File: src/rtl/sso_pkg.sv
package sso_pkg;
  localparam int GROUPS = 3;
  localparam int GRP_W  = 8;
  localparam int WORD_W = GROUPS * GRP_W;
  localparam int DSL_W  = 2;
  localparam int PHY_N  = 4;
  localparam int PHY_W  = 3;
  localparam int OVR_W  = DSL_W + PHY_N * PHY_W;
  localparam int DIV_W  = 8;
  localparam int CNT_W  = $clog2(WORD_W + 1);

  typedef enum logic [1:0] {
    A_SHADOW = 2'd0,
    A_CFG    = 2'd1,
    A_OVR    = 2'd2,
    A_CMD    = 2'd3
  } reg_addr_e;

  typedef enum logic [1:0] {
    S_IDLE   = 2'd0,
    S_SHIFT  = 2'd1,
    S_STROBE = 2'd2
  } sh_state_e;

  typedef struct packed {
    logic [DIV_W-1:0]  div;
    logic [1:0]        presc;
    logic [1:0]        rate;
    logic              auto_en;
    logic              rise;
    logic [GROUPS-1:0] grp_en;
  } cfg_t;
endpackage

File: src/rtl/sso_regs.sv
module sso_regs
  import sso_pkg::*;
(
  input  logic              clk_i,
  input  logic              rst_ni,
  input  logic              we_i,
  input  logic [1:0]        addr_i,
  input  logic [31:0]       wdata_i,
  output logic [WORD_W-1:0] shadow_o,
  output cfg_t              cfg_o,
  output logic [OVR_W-1:0]  ovr_o,
  output logic              sw_req_o
);
  reg_addr_e addr;
  logic      unused_wdata;

  assign addr         = reg_addr_e'(addr_i);
  assign unused_wdata = ^wdata_i[31:24];

  always_ff @(posedge clk_i or negedge rst_ni) begin
    if (!rst_ni) begin
      shadow_o <= '0;
      cfg_o    <= '0;
      ovr_o    <= '0;
      sw_req_o <= 1'b0;
    end else begin
      sw_req_o <= we_i && (addr == A_CMD) && wdata_i[0];
      if (we_i) begin
        unique case (addr)
          A_SHADOW: shadow_o <= wdata_i[WORD_W-1:0];
          A_CFG: begin
            cfg_o.grp_en  <= wdata_i[2:0];
            cfg_o.rise    <= wdata_i[3];
            cfg_o.auto_en <= wdata_i[4];
            cfg_o.rate    <= wdata_i[6:5];
            cfg_o.presc   <= wdata_i[9:8];
            cfg_o.div     <= wdata_i[23:16];
          end
          A_OVR:   ovr_o <= wdata_i[OVR_W-1:0];
          default: ;
        endcase
      end
    end
  end

  p_cmd_origin_r2: assert property (@(posedge clk_i) disable iff (!rst_ni)
    sw_req_o |-> $past(we_i && addr_i == 2'd3 && wdata_i[0]));
endmodule

File: src/rtl/sso_timer.sv
module sso_timer #(
  parameter int UNIT_CYC = 50000,
  parameter int TMR_W    = 32
) (
  input  logic       clk_i,
  input  logic       rst_ni,
  input  logic       auto_en_i,
  input  logic [1:0] rate_i,
  input  logic [1:0] presc_i,
  output logic       tick_o
);
  localparam int M_SLOW = 10;
  localparam int M_MID  = 5;
  localparam int M_FAST = 4;

  logic [TMR_W-1:0] base, period, cnt;
  logic             active, at_end;

  always_comb begin
    unique case (rate_i)
      2'd1:    base = TMR_W'(UNIT_CYC * M_SLOW);
      2'd2:    base = TMR_W'(UNIT_CYC * M_MID);
      2'd3:    base = TMR_W'(UNIT_CYC * M_FAST);
      default: base = '0;
    endcase
    period = base << presc_i;
  end

  assign active = auto_en_i && (rate_i != 2'd0);
  assign at_end = (cnt >= period - TMR_W'(1));
  assign tick_o = active && at_end;

  always_ff @(posedge clk_i or negedge rst_ni) begin
    if (!rst_ni)          cnt <= '0;
    else if (!active)     cnt <= '0;
    else if (at_end)      cnt <= '0;
    else                  cnt <= cnt + TMR_W'(1);
  end

  p_no_tick_when_off_r9: assert property (@(posedge clk_i) disable iff (!rst_ni)
    (!auto_en_i || rate_i == 2'd0) |-> !tick_o);
endmodule

File: src/rtl/sso_shifter.sv
module sso_shifter
  import sso_pkg::*;
(
  input  logic              clk_i,
  input  logic              rst_ni,
  input  logic              req_i,
  input  logic [GROUPS-1:0] grp_en_i,
  input  logic              rise_i,
  input  logic [DIV_W-1:0]  div_i,
  input  logic [WORD_W-1:0] shadow_i,
  input  logic [OVR_W-1:0]  ovr_i,
  input  logic [OVR_W-1:0]  hw_i,
  output logic              sdo_o,
  output logic              sck_o,
  output logic              stb_o,
  output logic              busy_o
);
  sh_state_e         state;
  logic [WORD_W-1:0] sreg, merged, stream, stream_l, ovr_ext, hw_ext;
  logic [CNT_W-1:0]  nbits, left;
  logic [DIV_W-1:0]  div_q, div_cnt;
  logic              sck_int, rise_q, pend, ph, go, half;

  assign ovr_ext = {{(WORD_W-OVR_W){1'b0}}, ovr_i};
  assign hw_ext  = {{(WORD_W-OVR_W){1'b0}}, hw_i};
  assign merged  = (shadow_i & ~ovr_ext) | (hw_ext & ovr_ext);

  // pack enabled groups high-first, then left-align
  always_comb begin
    stream = '0;
    nbits  = '0;
    for (int g = GROUPS-1; g >= 0; g--) begin
      if (grp_en_i[g]) begin
        stream = {stream[WORD_W-GRP_W-1:0], merged[g*GRP_W +: GRP_W]};
        nbits  = nbits + CNT_W'(GRP_W);
      end
    end
    stream_l = stream << (CNT_W'(WORD_W) - nbits);
  end

  assign go     = (state == S_IDLE) && (req_i || pend) && (|grp_en_i);
  assign half   = (div_cnt == div_q);
  assign sdo_o  = sreg[WORD_W-1];
  assign sck_o  = sck_int ^ rise_q;
  assign stb_o  = (state == S_STROBE);
  assign busy_o = (state != S_IDLE);

  always_ff @(posedge clk_i or negedge rst_ni) begin
    if (!rst_ni)                pend <= 1'b0;
    else if (state == S_IDLE)   pend <= 1'b0;
    else if (req_i)             pend <= 1'b1;
  end

  always_ff @(posedge clk_i or negedge rst_ni) begin
    if (!rst_ni) begin
      state   <= S_IDLE;
      sreg    <= '0;
      left    <= '0;
      div_q   <= '0;
      div_cnt <= '0;
      sck_int <= 1'b0;
      rise_q  <= 1'b0;
      ph      <= 1'b0;
    end else begin
      unique case (state)
        S_IDLE: begin
          if (go) begin
            state   <= S_SHIFT;
            sreg    <= stream_l;
            left    <= nbits;
            div_q   <= div_i;
            div_cnt <= '0;
            sck_int <= 1'b0;
            rise_q  <= rise_i;
          end
        end
        S_SHIFT: begin
          if (half) begin
            div_cnt <= '0;
            if (!sck_int) begin
              sck_int <= 1'b1;
            end else begin
              sck_int <= 1'b0;
              if (left == CNT_W'(1)) begin
                state <= S_STROBE;
                ph    <= 1'b0;
              end else begin
                sreg <= sreg << 1;
                left <= left - CNT_W'(1);
              end
            end
          end else begin
            div_cnt <= div_cnt + DIV_W'(1);
          end
        end
        S_STROBE: begin
          if (half) begin
            div_cnt <= '0;
            if (ph) state <= S_IDLE;
            else    ph    <= 1'b1;
          end else begin
            div_cnt <= div_cnt + DIV_W'(1);
          end
        end
        default: state <= S_IDLE;
      endcase
    end
  end

  p_data_on_change_edge_r7: assert property (@(posedge clk_i) disable iff (!rst_ni)
    (state != S_IDLE && $past(state != S_IDLE) && !$fell(sck_int)) |-> $stable(sdo_o));
  p_idle_quiet_r6: assert property (@(posedge clk_i) disable iff (!rst_ni)
    (state == S_IDLE) |-> (!stb_o && !sck_int));
  p_strobe_after_last_r6: assert property (@(posedge clk_i) disable iff (!rst_ni)
    $rose(stb_o) |-> $fell(sck_int));
  p_hold_request_r8: assert property (@(posedge clk_i) disable iff (!rst_ni)
    (req_i && state != S_IDLE) |=> pend);
  p_no_overflow_r2: assert property (@(posedge clk_i) disable iff (!rst_ni)
    left <= CNT_W'(WORD_W));
endmodule

File: src/rtl/sso_ctrl.sv
module sso_ctrl
  import sso_pkg::*;
#(
  parameter int UNIT_CYC = 50000,
  parameter int TMR_W    = 32
) (
  input  logic        clk_i,
  input  logic        rst_ni,
  input  logic        we_i,
  input  logic [1:0]  addr_i,
  input  logic [31:0] wdata_i,
  input  logic [1:0]  dsl_i,
  input  logic [11:0] phy_i,
  output logic        sdo_o,
  output logic        sck_o,
  output logic        stb_o,
  output logic        busy_o
);
  logic [WORD_W-1:0] shadow;
  logic [OVR_W-1:0]  ovr, hw;
  cfg_t              cfg;
  logic              sw_req, tmr_tick;

  assign hw = {phy_i, dsl_i};

  sso_regs u_regs (
    .clk_i, .rst_ni, .we_i, .addr_i, .wdata_i,
    .shadow_o (shadow),
    .cfg_o    (cfg),
    .ovr_o    (ovr),
    .sw_req_o (sw_req)
  );

  sso_timer #(.UNIT_CYC(UNIT_CYC), .TMR_W(TMR_W)) u_timer (
    .clk_i, .rst_ni,
    .auto_en_i (cfg.auto_en),
    .rate_i    (cfg.rate),
    .presc_i   (cfg.presc),
    .tick_o    (tmr_tick)
  );

  sso_shifter u_shift (
    .clk_i, .rst_ni,
    .req_i    (sw_req | tmr_tick),
    .grp_en_i (cfg.grp_en),
    .rise_i   (cfg.rise),
    .div_i    (cfg.div),
    .shadow_i (shadow),
    .ovr_i    (ovr),
    .hw_i     (hw),
    .sdo_o, .sck_o, .stb_o, .busy_o
  );

  p_sw_start_r2: assert property (@(posedge clk_i) disable iff (!rst_ni)
    (sw_req && !busy_o && |cfg.grp_en) |=> busy_o);
  p_auto_start_r9: assert property (@(posedge clk_i) disable iff (!rst_ni)
    (tmr_tick && !busy_o && |cfg.grp_en) |=> busy_o);
  p_empty_no_start_r3: assert property (@(posedge clk_i) disable iff (!rst_ni)
    (!busy_o && cfg.grp_en == '0) |=> !busy_o);
endmodule

File: config.mk
export PLATFORM = sky130hd
export DESIGN_NAME = sso_ctrl
export DESIGN_NICKNAME = d
export VERILOG_FILES = /design/src/rtl/sso_pkg.sv /design/src/rtl/sso_regs.sv /design/src/rtl/sso_timer.sv /design/src/rtl/sso_shifter.sv /design/src/rtl/sso_ctrl.sv
export SDC_FILE = /design/constraint.sdc
export NUM_CORES = 1
export LEC_CHECK = 0
export ABC_AREA = 1
export BUFFER_PORTS_ARGS = -buffer_cell sky130_fd_sc_hd__buf_2
export CAP_MARGIN = 20
export CORE_AREA = 2 2 139 107
export DETAILED_ROUTE_END_ITERATION = 8
export DIE_AREA = 0 0 141 109
export GPL_TIMING_DRIVEN = 0
export MAX_ROUTING_LAYER = met4
export PLACE_DENSITY = 0.84
export SLEW_MARGIN = 20
export SYNTH_ARGS = -nofsm -noshare
export SYNTH_HDL_FRONTEND = slang
export SYNTH_SLANG_ARGS = --single-unit
File: constraint.sdc
create_clock -name clk_i -period 4.6 [get_ports clk_i]
set_clock_uncertainty 0.2 [all_clocks]
set_input_delay 0.46 -clock clk_i [delete_from_list [all_inputs] [get_ports clk_i]]
set_output_delay 0.46 -clock clk_i [all_outputs]
set_load 0.05 [all_outputs]
==> Word-level counts from Yosys, hierarchy flattened <==
Index checks and enable logic that the tools add are counted.
{ "op_classes": {"n_addsub": 7, "magnitude_cmp": 1, "n_eq_ne": 17, "shifts": 2, "mux": 40, "bitwise_logic": 6, "n_reduce_logical": 26} }
{ "op_table": {"columns": ["cell", "count"], "rows": [
  ["$mux 24", 6],
  ["$mux 32", 2],
  ["$pmux 19 s3", 1],
  ["$pmux 24 s2", 1],
  ["$add 32x1->32 const B", 1],
  ["$ge 32x32->1", 1],
  ["$shl 19x2->32", 1],
  ["$sub 32x1->32 const B", 1],
  ["$mux 5", 6],
  ["$and 24x24->24", 1],
  ["$mux 8", 3],
  ["$not 14->24", 1],
  ["$or 24x24->24", 1],
  ["$shl 24x5->24", 1],
  ["$pmux 8 s2", 1],
  ["$and 14x14->14", 1],
  ["$mux 2", 6],
  ["$ne 2x1->1 const B", 6],
  ["$reduce_bool 2->1", 6],
  ["$eq 2x2->1 const B", 5],
  ["$pmux 5 s2", 1],
  ["$reduce_and 2->1", 5],
  ["$reduce_and 5->1", 2],
  ["$mux 1", 9],
  ["21 further kinds", 30]
]} }
{ "word_totals": {"register_bits": 139, "in_bits": 51, "output_inout_bits": 4, "elab_cells": 118} }

==> Logic depth before layout (Yosys ltp) <==
Gate-level depths: netlist of run 1.
{ "depth": {"word_depth": 12, "mapped_depth": 28, "mapped_depth_nobuf": 26} }

==> Modules after synthesis <==
Synthesis of run 1 repeated with hierarchy kept, for this count alone.
{ "hier_totals": {"cells_unflattened": 1233, "hier_area_um2": 8884.8} }
{ "by_module_without_submodules": {"columns": ["mod", "n_inst", "cells_per_inst", "area_per_inst_um2", "seq_area_each_um2"], "rows": [
  ["sso_shifter", 1, 563, 3614.7, 1276.2],
  ["sso_timer", 1, 419, 2969.1, 800.8],
  ["sso_regs", 1, 248, 2289.7, 1401.3],
  ["sso_ctrl", 1, 3, 11.3, 0.0]
]} }

==> Worst setup path before layout of run 1 <==
No wires, ideal clock.
{ "synth_timing": {"path_type": "register to register", "startpoint": "register u_regs.cfg_o[5] (netlist name)", "endpoint": "register u_shift.sreg[23]", "setup_ps": 65, "arrival_ps": 2951, "required_ps": 4335, "path_slack_ps": 1384, "path_stages_with_launch": 26, "path_buffers": 2, "period_less_slack_ps": 3216, "path_cell_list": "dfrtp_1 -> ha_1 -> or2_2 -> o21ai_0 -> nand2_1 -> o21ai_0 -> nand3_1 -> xnor2_1 -> ha_1 -> nand2_1 -> nand2_1 -> nand2_1 -> nand2_1 -> a21oi_1 -> nand2_1 -> nand2_1 -> nand2_1 -> nand2_1 -> nand2_1 -> nand2_2 -> nand2_2 -> nand2_2 -> buf_6 -> buf_6 -> nand2_1 -> nand2_1"} }
{ "synth_between": {"elab_chain_len": 12, "word_cells_on_any_way": 16, "cone_classes": "add/sub: 1; order compare: 1; eq/ne: 4; shift: 1; mux: 1; bitwise: 1; reduce/logical: 7"} }
{ "synth_rtl": {"columns": ["element", "line_no", "text"], "rows": [
  ["from (decl)", "sso_regs.sv:10", "output cfg_t cfg_o,"],
  ["$eq 2x2->1 / $eq 2x1->1 (equally long branches)", "sso_timer.sv:20", "unique case (rate_i)"],
  ["$pmux 19 s3", "sso_timer.sv:20", null],
  ["$shl 19x2->32", "sso_timer.sv:26", "period = base << presc_i;"],
  ["$sub 32x1->32", "sso_timer.sv:30", "assign at_end = (cnt >= period - TMR_W'(1));"],
  ["$ge 32x32->1", "sso_timer.sv:30", null],
  ["$logic_and 1x1->1 (*)", "sso_timer.sv:31", "assign tick_o = active && at_end;"],
  ["$or 1x1->1 (*)", "sso_ctrl.sv:44", ".req_i (sw_req | tmr_tick),"],
  ["$logic_or 1x1->1 (*)", "sso_shifter.sv:41", "assign go = (state == S_IDLE) && (req_i || pend) && (|grp_en_i);"],
  ["$logic_and 1x1->1 (*) (2 in series)", "sso_shifter.sv:41", null],
  ["$ne 2x1->1 (no line) (*)", null, null],
  ["$reduce_and 5->1 (no line) (*)", null, null],
  ["to (signal assigned)", "sso_shifter.sv:69", "sreg <= stream_l;"],
  ["to (signal assigned)", "sso_shifter.sv:88", "sreg <= sreg << 1;"],
  ["to (decl)", "sso_shifter.sv:19", "logic [WORD_W-1:0] sreg, merged, stream, stream_l, ovr_ext, hw_ext;"]
]} }
Mark *: on every way between the ends. The rest lies on a longest branch, timed or not.
A chain may end at the register's enable or synchronous reset.

==> Worst setup path in the final report of run 1 <==
{ "layout_timing": {"startpoint": "register u_regs.cfg_o[6] (netlist name)", "endpoint": "register u_shift.div_cnt[7]"} }
{ "layout_between": {"elab_chain_len": 12, "word_cells_on_any_way": 16, "cone_classes": "add/sub: 1; order compare: 1; eq/ne: 4; shift: 1; mux: 1; bitwise: 1; reduce/logical: 7"} }
{ "layout_rtl": {"columns": ["element", "line_no", "text"], "rows": [
  ["$eq 2x2->1 / $eq 2x1->1 (equally long branches)", "sso_timer.sv:20", null],
  ["$pmux 19 s3", "sso_timer.sv:20", null],
  ["$shl 19x2->32", "sso_timer.sv:26", null],
  ["$sub 32x1->32", "sso_timer.sv:30", null],
  ["$ge 32x32->1", "sso_timer.sv:30", null],
  ["$logic_and 1x1->1 (*)", "sso_timer.sv:31", null],
  ["$or 1x1->1 (*)", "sso_ctrl.sv:44", null],
  ["$logic_or 1x1->1 (*)", "sso_shifter.sv:41", null],
  ["$logic_and 1x1->1 (*) (2 in series)", "sso_shifter.sv:41", null],
  ["$ne 2x1->1 (no line) (*)", null, null],
  ["$reduce_and 2->1 (no line) (*)", null, null],
  ["to (signal assigned)", "sso_shifter.sv:93", "div_cnt <= div_cnt + DIV_W'(1);"],
  ["to (signal assigned)", "sso_shifter.sv:102", "div_cnt <= div_cnt + DIV_W'(1);"],
  ["to (decl)", "sso_shifter.sv:21", "logic [DIV_W-1:0] div_q, div_cnt;"]
]} }
Marks and branches as above.

==> results.json, run 1 <==
{
  "vias_per_cell": 5.54,
  "finalSetupTns_ps": 0,
  "drtIter0Drc": 622,
  "start_kind": "register",
  "antenna_found_initial": 0,
  "clkPwrFrac_pct": 30.8,
  "nFillCells": 1147,
  "cts-resized-gates": 0,
  "period_share_pct": 82.4,
  "period_needed_ps": 3790,
  "crit_fanout": 10,
  "h-tree-depth": 4,
  "dieArea_um2": 15400,
  "netlist_area_um2": 8390,
  "rows": 38,
  "die_h_um": 109,
  "outcome": "finished, final reports clean",
  "place.gp.congestion": 0.907,
  "drt-pass1-iter-count": 6,
  "async_flop_share_pct": 100,
  "clockBufferDepth": 2,
  "synth_fp_nets": 1222,
  "hpwl_um": 15300,
  "dp_slack_ps": 895,
  "wl_per_cell_um": 15.2,
  "arrival_ps": 3890,
  "busiest_layer": "met2",
  "setup_slack_ps": 809,
  "worstMarginPinSlew_ps": 576,
  "setup.worst_path.end_class": "register",
  "clk_pin_slew_ps": 70,
  "ff2ff_setup_slack_ps": 810,
  "cp.required_ps": 4700,
  "num_antenna_cells": 0,
  "num_vias": 7687,
  "grt_max_degree": 98,
  "cap_violations": 0,
  "pwr-share-seq_pct": 34.4,
  "nets": 1289,
  "mostFrequentLayoutCells": "nand2_1 (362), dfrtp_1 (139), o21ai_0 (116)",
  "layout_commonest_cell": "nand2_1",
  "p_comb_share_pct": 34.7,
  "synth_top_area_cell": "dfrtp_1",
  "max_freq_mhz": 264,
  "pin_count": 55,
  "grt_overflow": 0,
  "p_switching_mw": 1.83,
  "cts_tree": "yes",
  "grt_use_met2_pct": 43.6,
  "p_int_mw": 2.85,
  "clockRootBuffer": "clkbuf_16",
  "rsz0062_at_grt": "false",
  "drive_gt1_share_pct": 9.20,
  "synthTopCellsByArea": "dfrtp_1 (41%), nand2_1 (16%), o21ai_0 (6.9%)",
  "synthCells": 1127,
  "clk_latency_ps": 430,
  "antenna_left": 0,
  "first_global_vias": 7111,
  "hold_class": "in2reg",
  "grt.total_usage_pct": 29.8,
  "routed_wl_um": 21000,
  "synth-seq-cells": 139,
  "critical_path_class": "reg2reg",
  "slew_headroom_pct": 61.3,
  "cellLeakagePower_nw": 4.74,
  "synth_enable_flop_cells": 0,
  "syn2layout_area_growth_pct": 13.4,
  "vdd_drop_max_mv": 0.307,
  "start_util_pct": 59.4,
  "swShare_pct": 39.1,
  "synth_flop_cell": "dfrtp_1",
  "synth.distinct_cells": 41,
  "finalHoldViolations": 0,
  "core_area_um2": 14100,
  "cts_buffers": 17,
  "grtUsageMet1_pct": 43.2,
  "setup_viol": 0,
  "ys_seq_area_share_pct": 41.5,
  "drc": 0,
  "grt_pass1_wl_um": 35100,
  "syn_area_per_cell_um2": 7.44,
  "synth_top_area_share_pct": 41.5,
  "grt_use_met3_pct": 6.41,
  "clock-sinks": 139,
  "yosysWarnings": 0,
  "maxSlewViolCount": 0,
  "p_per_area_nw_per_um2": 492,
  "die_w_um": 141,
  "port_buffers": 46
}
## synth_stat cells (all sizes together) (8+ instances only)
cell and count:
xor2 35, nand2 365, buf 19, inv 106, nor2 105, dfrtp 139, a21oi 28, clkbuf 24
xnor2 16, ha 44, nor3 17, o22ai 9, nand3 58, nand4 8, o21ai 117
## power by group through the flow
stage	combinational [mW]	clock [mW]	sequential [mW]
final	1.63	1.44	1.61
after global routing	1.83	1.51	1.63
after CTS	1.61	1.45	1.61
after detailed placement	1.60	0	1.62
after global placement	1.55	0	1.61
after floorplan	1.19	0	1.59
## per-layer routing
layer / vias up / wire length, um
met5: - / 0
met4: 0 / 178
met3: 16 / 1840
met2: 314 / 9140
met1: 3601 / 9880
li1: 3756 / -
## final timing paths
check / from / to / depth (start not counted)
max: u_regs.cfg_o[6]$_DFFE_PN0P_ / u_shift.div_cnt[7]$_DFFE_PN0P_ / 24
min: wdata_i[15] / u_regs.shadow_o[15]$_DFFE_PN0P_ / 2
max reg2reg: u_regs.cfg_o[6]$_DFFE_PN0P_ / u_shift.div_cnt[7]$_DFFE_PN0P_ / 24
min reg2reg: u_timer.cnt[0]$_DFF_PN0_ / u_timer.cnt[0]$_DFF_PN0_ / 1
max in group asynchronous: rst_ni / u_regs.cfg_o[13]$_DFFE_PN0P_ / 3
min in group asynchronous: rst_ni / u_timer.cnt[8]$_DFF_PN0_ / 2
## critical path: stages (launching register included)
cell,delay (ps)
dfrtp_1,420
inv_1,110
ha_1,200
or2_2,280
o21ai_0,200
nand2_1,70
o21ai_0,160
nand3_1,140
xnor2_1,160
ha_1,290
nand2_1,60
nand2_1,40
nand2_1,50
nand2_1,40
a21oi_1,120
nand2_1,110
nand2_1,90
nand2_1,50
nand2_1,90
nand2_1,70
nand2_2,120
nand2_1,190
buf_2,230
nand2_1,70
o21ai_0,80
## flip-flops by register name (all words and copies together) (netlist names)
register,count
u_timer.cnt,32
u_regs.shadow_o,24
u_shift.sreg,24
u_regs.cfg_o,17
u_regs.ovr_o,14
u_shift.div_cnt,8
u_shift.div_q,8
u_shift.left,5
u_shift.state,2
u_regs.sw_req_o,1
u_shift.pend,1
u_shift.ph,1
u_shift.rise_q,1
u_shift.sck_int,1
## layout make-up
class	instances	area (um^2)	share of cell area [%]
multi-input combinational	837	4310	45.3
sequential	139	3480	36.6
clock buffer	17	425	4.47
inverter	108	405	4.26
timing repair buffer	48	278	2.92
tap	180	225	2.37
buffer	43	198	2.08
clock inverter	15	191	2.01
## stage by stage
step	utilization (%)	hold slack, ps	total power, mW	cell area (um^2)	cells
2_1_floorplan	-	-35.6	2.78	8390	1127
3_3_place_gp	62.6	240	3.16	8840	1353
3_5_place_dp	62.9	169	3.22	8880	1354
4_1_cts	67.3	60.0	4.66	9510	1387
5_1_grt	67.3	66.8	4.98	9510	1387
6_report	67.3	68.9	4.68	9510	1387
## logic make-up (layout without fill, tap and decap cells)
family | count (synthesis) | after routing | share of synthesized area, %
AND/OR/NAND/NOR | 565 | 565 | 27.7
AO/OA/AOI/OAI | 169 | 169 | 10.8
buffers and inverters | 151 | 231 | 7.19
flip-flops | 139 | 139 | 41.5
XOR/XNOR | 51 | 51 | 5.33
adder cells (fa/ha/maj) | 44 | 44 | 6.56
multiplexers | 8 | 8 | 0.985
## timing repair
| item | 4_1_cts | 5_1_grt |
|---|---|---|
| setup buffers | 0 | 0 |
| hold endpoints to repair | 42 | 0 |
| hold buffers | 1 | 0 |
Note: power is estimated with default switching activity, not from simulation.
==> run 2, diff against run 1 <==
--- a/config.mk
+++ b/config.mk
@@ -5,15 +5,15 @@
 export SDC_FILE = /design/constraint.sdc
 export NUM_CORES = 1
 export LEC_CHECK = 0
-export ABC_AREA = 1
+export ABC_AREA = 0
 export BUFFER_PORTS_ARGS = -buffer_cell sky130_fd_sc_hd__buf_2
 export CAP_MARGIN = 20
-export CORE_AREA = 2 2 139 107
+export CORE_AREA = 2 2 143 110
 export DETAILED_ROUTE_END_ITERATION = 8
-export DIE_AREA = 0 0 141 109
+export DIE_AREA = 0 0 145 112
 export GPL_TIMING_DRIVEN = 0
 export MAX_ROUTING_LAYER = met4
-export PLACE_DENSITY = 0.84
+export PLACE_DENSITY = 0.81
 export SLEW_MARGIN = 20
 export SYNTH_ARGS = -nofsm -noshare
 export SYNTH_HDL_FRONTEND = slang
==> constraint.sdc (replaced) <==
create_clock -name clk_i -period 3.25 [get_ports clk_i]
set_clock_uncertainty 0.2 [all_clocks]
set_input_delay 0.325 -clock clk_i [delete_from_list [all_inputs] [get_ports clk_i]]
set_output_delay 0.325 -clock clk_i [all_outputs]
set_load 0.05 [all_outputs]
==> run 2 against run 1 <==
- combinational power is 100% higher
- the flow now finishes with violations (setup timing)
- routed wire length increased by 5.5%
- worst setup slack got worse by 1700 ps
- largest power group unchanged
- critical path type unchanged
==> results.json, run 2 <==
{
  "nets": 1024,
  "setup.worst_path.end_class": "register",
  "crit_fanout": 8,
  "violations": "setup timing",
  "top_register": "u_timer.cnt",
  "finalSetupTns_ps": -63150,
  "synth.distinct_cells": 63,
  "start_util_pct": 54.1,
  "synth_enable_flop_cells": 0,
  "antenna_found_initial": 0,
  "critical_path_class": "reg2reg",
  "finalHoldViolations": 0,
  "cap_violations": 0,
  "rsz0062_at_grt": "true",
  "h-tree-depth": 4,
  "final_core_util_pct": 69.4,
  "ys_seq_area_share_pct": 43.2,
  "clk_latency_ps": 430,
  "arrival_ps": 4240,
  "antenna_left": 0,
  "postLayoutCellArea_um2": 10300,
  "core_area_um2": 14900,
  "outcome": "complete, but fails checks",
  "synth_top_area_cell": "dfrtp_1",
  "cp.required_ps": 3360,
  "hpwl_um": 13900,
  "largest_reg_flops": 32,
  "grt.total_usage_pct": 27.6,
  "synth_top_area_share_pct": 43.2,
  "p_per_area_nw_per_um2": 752,
  "yosysWarnings": 0,
  "synth_commonest_cells": "dfrtp_1 (139), nor2_1 (71), mux2_2 (69)",
  "async_flop_share_pct": 100,
  "crit_path_top_delay_cell": "dfrtp_1",
  "clockRootBuffer": "clkbuf_16",
  "start_kind": "register",
  "grt_pass1_wl_um": 34300,
  "vdd_drop_max_mv": 0.492,
  "clock-sinks": 139,
  "die_w_um": 145,
  "grt_max_degree": 88,
  "setup_viol": 82,
  "wl_per_cell_um": 19.4,
  "port_buffers": 46,
  "cts_buffers": 17,
  "period_share_pct": 127,
  "first_global_vias": 6545,
  "crit_chain": "buf_6, ha_4, mux2i_4, or2_4, buf_4, ha_4, nor2b_4, nand3_1, a211oi_2, a21oi_2, ha_2, nand3_1, nor3_1, o21ai_2, a31oi_4, o21ai_2, buf_6, nor2_4, mux2_4",
  "hold_class": "in2reg",
  "syn_area_per_cell_um2": 9.94,
  "drtIter0Drc": 780,
  "syn2layout_area_growth_pct": 28.2,
  "cp_slowest_stage_delay_ps": 430,
  "maxSlewViolCount": 0,
  "max_freq_mhz": 242,
  "mostFrequentLayoutCells": "dfrtp_1 (137), nor2_1 (57), mux2_2 (57)",
  "rows": 39,
  "period_needed_ps": 4130,
  "clockBufferDepth": 2,
  "drt-pass1-iter-count": 6,
  "synthTopCellsByArea": "dfrtp_1 (43%), mux2_2 (9.6%), ha_1 (6.8%)",
  "layout_commonest_cell": "dfrtp_1",
  "synth_fp_nets": 905,
  "worstMarginPinSlew_ps": 1000,
  "slew_headroom_pct": 32.8,
  "top_regs": "u_timer.cnt x32, u_regs.shadow_o x24, u_shift.sreg x24",
  "yosysMostFrequentCell": "dfrtp_1",
  "critical-path-top-delay-family": "simple AND/OR/NAND/NOR gates",
  "routed_wl_um": 22200,
  "netlist_area_um2": 8050,
  "synth-seq-cells": 139,
  "die_h_um": 112,
  "synthCells": 810,
  "vias_per_cell": 6.05,
  "synth_flop_cell": "dfrtp_1",
  "num_vias": 6942,
  "dpl_cell_area_um2": 8680,
  "critPathBufInv": 3,
  "dieArea_um2": 16200,
  "clk_pin_slew_ps": 60,
  "cellLeakagePower_nw": 4.51,
  "drive_gt1_share_pct": 30.9,
  "cts_tree": "yes",
  "place.gp.congestion": 0.940,
  "grt_overflow": 0,
  "drc": 0,
  "num_antenna_cells": 0,
  "pin_count": 55,
  "setup_slack_ps": -879
}
[run 2: what timing repair did]
item / in CTS / in global routing
pin swaps: 16 / 53
gates cloned: 5 / 3
resized for setup: 65 / 106
endpoints found under the hold margin: 133 / 0
hold buffers: 23 / 0
setup endpoints to repair: 82 / 82
buffers inserted: 21 / 7
[run 2: worst register-to-register path, stage by stage (launching register included)]
cell      delay [ps]
dfrtp_1          430
buf_6            150
ha_4             180
mux2i_4          180
or2_4            160
buf_4            110
ha_4             130
nor2b_4          170
nand3_1          200
a211oi_2         240
a21oi_2           50
ha_2             320
nand3_1           70
nor3_1           180
o21ai_2          120
a31oi_4          280
o21ai_2          110
buf_6            190
nor2_4           220
mux2_4           330
[run 2: cell type report]
type,instances,area [um^2]
Fill cell,1033,4560
Clock buffer,22,464
Timing Repair Buffer,103,866
Multi-Input combinational cell,603,4770
Sequential cell,139,3480
Inverter,32,123
Buffer,33,228
Clock inverter,10,141
Tap cell,205,256
[run 2: power breakdown]
part,leakage (nW),internal (mW),switching [mW]
clock,0.290,1.25,0.767
combinational,2.44,1.48,1.82
sequential,1.78,2.10,0.344
[run 2: cell families (layout without fill, tap and decap cells)]
logic type               after synthesis  count (layout)  share of synthesized area, %
AND/OR/NAND/NOR                      241             242                          14.5
AO/OA/AOI/OAI                        176             176                          14.4
flip-flops                           139             139                          43.2
multiplexers                          87              87                          11.9
buffers and inverters                 69             200                          3.36
XOR/XNOR                              54              54                          5.87
adder cells (fa/ha/maj)               44              44                          6.84
[run 2: metal layers]
| layer | track usage [%] | wire, um | vias to the layer above |
|---|---|---|---|
| met3 | 5.98 | 1580 | 52 |
| met2 | 40.2 | 9950 | 316 |
| met5 | - | 0 | - |
| li1 | - | - | 3152 |
| met1 | 39.8 | 10200 | 3422 |
| met4 | 6.14 | 495 | 0 |
[run 2: path summary, 6_finish.rpt]
kind	depth (start not counted)	end	from	slack, ps
worst min-delay path	2	u_regs.cfg_o[11]$_DFFE_PN0P_	wdata_i[18]	20
worst max register to register	19	u_shift.div_q[3]$_DFFE_PN0P_	u_regs.cfg_o[6]$_DFFE_PN0P_	-880
worst min register to register	2	u_shift.sreg[3]$_DFFE_PN0P_	u_shift.sreg[3]$_DFFE_PN0P_	290
worst max-delay path	19	u_shift.div_q[3]$_DFFE_PN0P_	u_regs.cfg_o[6]$_DFFE_PN0P_	-880
max in group asynchronous	3	u_shift.div_cnt[6]$_DFFE_PN0P_	rst_ni	1880
min in group asynchronous	2	u_timer.cnt[18]$_DFF_PN0_	rst_ni	260
[run 2: per-stage QoR]
stage          cells  setup WS (ps)  hold WS (ps)  power (mW)
3_5_place_dp    1062          -1020           173        4.82
4_1_cts         1141           -772          12.1        7.22
2_1_floorplan    810           -487          -171        4.18
3_3_place_gp    1061           -963           264        4.74
6_report        1147           -879          15.3        7.76
5_1_grt         1147           -997          9.09        8.15
==> run 3, diff against run 2 <==
--- a/config.mk
+++ b/config.mk
@@ -8,12 +8,14 @@
 export ABC_AREA = 0
 export BUFFER_PORTS_ARGS = -buffer_cell sky130_fd_sc_hd__buf_2
 export CAP_MARGIN = 20
-export CORE_AREA = 2 2 143 110
+export CELL_PAD_IN_SITES_DETAIL_PLACEMENT = 2
+export CELL_PAD_IN_SITES_GLOBAL_PLACEMENT = 2
+export CORE_AREA = 2 2 176 135
 export DETAILED_ROUTE_END_ITERATION = 8
-export DIE_AREA = 0 0 145 112
+export DIE_AREA = 0 0 178 137
 export GPL_TIMING_DRIVEN = 0
 export MAX_ROUTING_LAYER = met4
-export PLACE_DENSITY = 0.81
+export PLACE_DENSITY_LB_ADDON = 0.1
 export SLEW_MARGIN = 20
 export SYNTH_ARGS = -nofsm -noshare
 export SYNTH_HDL_FRONTEND = slang
==> run 3 against run 2 <==
- the run still ends with setup timing left
- combinational power up 17%
- design area is 5.3% higher
- routed wire length rose by 34%
- maximum frequency is 0.98% higher
- critical path depth rose by 1
- global-route usage is 1.2 points lower
- utilization shrank 21 points
- sequential cell count unchanged
- first-iteration DRC count shrank 43%
- power increased by 7.3%
- die area is 50% higher
- critical endpoint is now u_shift.left[4]$_DFFE_PN0P_
- largest power group unchanged
- highest routed layer unchanged
==> results.json, run 3 (synthesis gave the netlist of run 2 again) <==
{
  "outcome": "complete, but fails checks",
  "violations": "setup timing",
  "critical_path_class": "reg2reg",
  "vdd_drop_max_mv": 0.456,
  "grt_max_degree": 101,
  "p_total_mw": 8.33,
  "antenna_left": 0,
  "clk_latency_ps": 440,
  "clk_pin_slew_ps": 60,
  "maxSlewViolCount": 0,
  "start_kind": "register",
  "rows": 48,
  "grt.total_usage_pct": 26.4,
  "setup_slack_ps": -839,
  "syn2layout_area_growth_pct": 35.1,
  "drtIter0Drc": 441,
  "port_buffers": 46,
  "cp.required_ps": 3370,
  "grt_overflow": 0,
  "max_freq_mhz": 245,
  "period_share_pct": 126,
  "largest_reg_flops": 32,
  "dp_slack_ps": -1520,
  "cts_buffers": 17,
  "clockBufferDepth": 2,
  "drive_gt1_share_pct": 36.5,
  "die_h_um": 137,
  "nFillCells": 2276,
  "crit_fanout": 10,
  "drc": 0,
  "start_util_pct": 35.6,
  "pin_count": 55,
  "worstMarginPinSlew_ps": 998,
  "first_global_vias": 7838,
  "arrival_ps": 4210,
  "h-tree-depth": 4,
  "clockRootBuffer": "clkbuf_16",
  "top_register": "u_timer.cnt",
  "slew_headroom_pct": 33.3,
  "core_area_um2": 22600,
  "hold_ws_ps": 23.8,
  "grt_pass1_wl_um": 46700,
  "routed_wl_um": 29700,
  "hpwl_um": 19700,
  "finalHoldViolations": 0,
  "wl_per_cell_um": 23.7,
  "p_per_area_nw_per_um2": 766,
  "nets": 1034,
  "period_needed_ps": 4090,
  "mostFrequentLayoutCells": "dfrtp_1 (135), mux2_2 (58), nor2_1 (46), buf_2 (46), nand2_1 (40)",
  "drt-pass1-iter-count": 5,
  "rsz0062_at_grt": "true",
  "hold_class": "in2reg",
  "place.gp.congestion": 0.852,
  "cap_violations": 0,
  "die_w_um": 178,
  "vias_per_cell": 5.56,
  "num_vias": 6974,
  "layout_commonest_cell": "dfrtp_1",
  "cellLeakagePower_nw": 4.64,
  "top_regs": "u_timer.cnt x32, u_regs.shadow_o x24, u_shift.sreg x24",
  "dieArea_um2": 24400,
  "clock-sinks": 139,
  "setup.worst_path.end_class": "register",
  "cts_tree": "yes",
  "antenna_found_initial": 3,
  "setup_viol": 82
}
[run 3: changes by cell type in the layout (fill, tap and decap cells not counted), moves of 3 or more]
cell,change
buf_16,+3
o21ai_4,+3
buf_4,+5
nand2_2,-3
o21ai_1,-9
o21ai_2,+8
buf_6,+3
clkbuf_1,-5
a21oi_1,-4
nor2_1,-11
nor2_2,+9
diode_2,+4
buf_12,+4
[run 3: timing repair]
item | CTS | global route
pin swaps | 59 | 21
endpoints found under the setup margin | 82 | 82
gates resized for setup | 193 | 54
hold endpoints to repair | 88 | 0
gates cloned | 8 | 0
buffers inserted | 35 | 3
hold buffers | 23 | 0
[run 3: area by class of cell]
type | count | area (um^2) | share of cell area (%)
multi-input cells | 602 | 5000 | 46.0
flip-flops and latches | 139 | 3480 | 32.0
repair buffers | 113 | 1010 | 9.33
clock buffers | 21 | 480 | 4.42
well taps | 300 | 375 | 3.45
plain buffers | 34 | 293 | 2.69
inverters | 32 | 125 | 1.15
clock inverters | 10 | 92.6 | 0.851
diodes | 4 | 10.0 | 0.0920
[run 3: path summary, 6_finish.rpt]
check	from	end	slack, ps	depth (start not counted)
max in group asynchronous	rst_ni	u_regs.cfg_o[7]$_DFFE_PN0P_	1830	3
min	wdata_i[0]	u_regs.ovr_o[0]$_DFFE_PN0P_	20	2
max	u_regs.cfg_o[5]$_DFFE_PN0P_	u_shift.left[4]$_DFFE_PN0P_	-840	20
min in group asynchronous	rst_ni	u_timer.cnt[21]$_DFF_PN0_	170	2
max reg2reg	u_regs.cfg_o[5]$_DFFE_PN0P_	u_shift.left[4]$_DFFE_PN0P_	-840	20
min reg2reg	u_shift.sreg[17]$_DFFE_PN0P_	u_shift.sreg[17]$_DFFE_PN0P_	300	2
[run 3: routing by layer]
| layer | GRT usage (%) | part of all wire (%) | wire length, um |
|---|---|---|---|
| met1 | 34.6 | 46 | 13800 |
| met2 | 42.2 | 48 | 14300 |
| met3 | 5.33 | 4.2 | 1260 |
| met4 | 5.97 | 1.3 | 388 |
| met5 | - | 0 | 0 |
[run 3: critical path, stage by stage, from the launching register on]
cell      delay, ps
dfrtp_2         480
inv_2           130
ha_2            220
buf_12          160
xor2_1          200
nor2_1           80
o21ai_0         150
o21ai_1         130
ha_1            230
a21oi_2         170
o21ai_2         110
a221oi_2        280
buf_4           160
nand4_1         150
buf_4           210
o211ai_4        250
buf_12          150
buf_16          120
buf_4           120
a21oi_2          30
a211o_1         230
[run 3: power breakdown]
part           switching (mW)  internal, mW  total (mW)
sequential              0.394          2.10        2.50
combinational            2.13          1.74        3.87
clock                   0.834          1.13        1.96
total                    3.36          4.97        8.33
[run 3: stage by stage]
stage | area (um^2) | TNS [ps] | utilization (%) | std cells
floorplan | 8160 | -20560 | - | 810
global placement | 8770 | -124420 | 38.7 | 1156
detailed placement | 8810 | -91580 | 38.9 | 1157
CTS | 10700 | -57050 | 47.3 | 1251
global route | 10900 | -73720 | 48.0 | 1254
finish | 10900 | -57030 | 48.0 | 1255
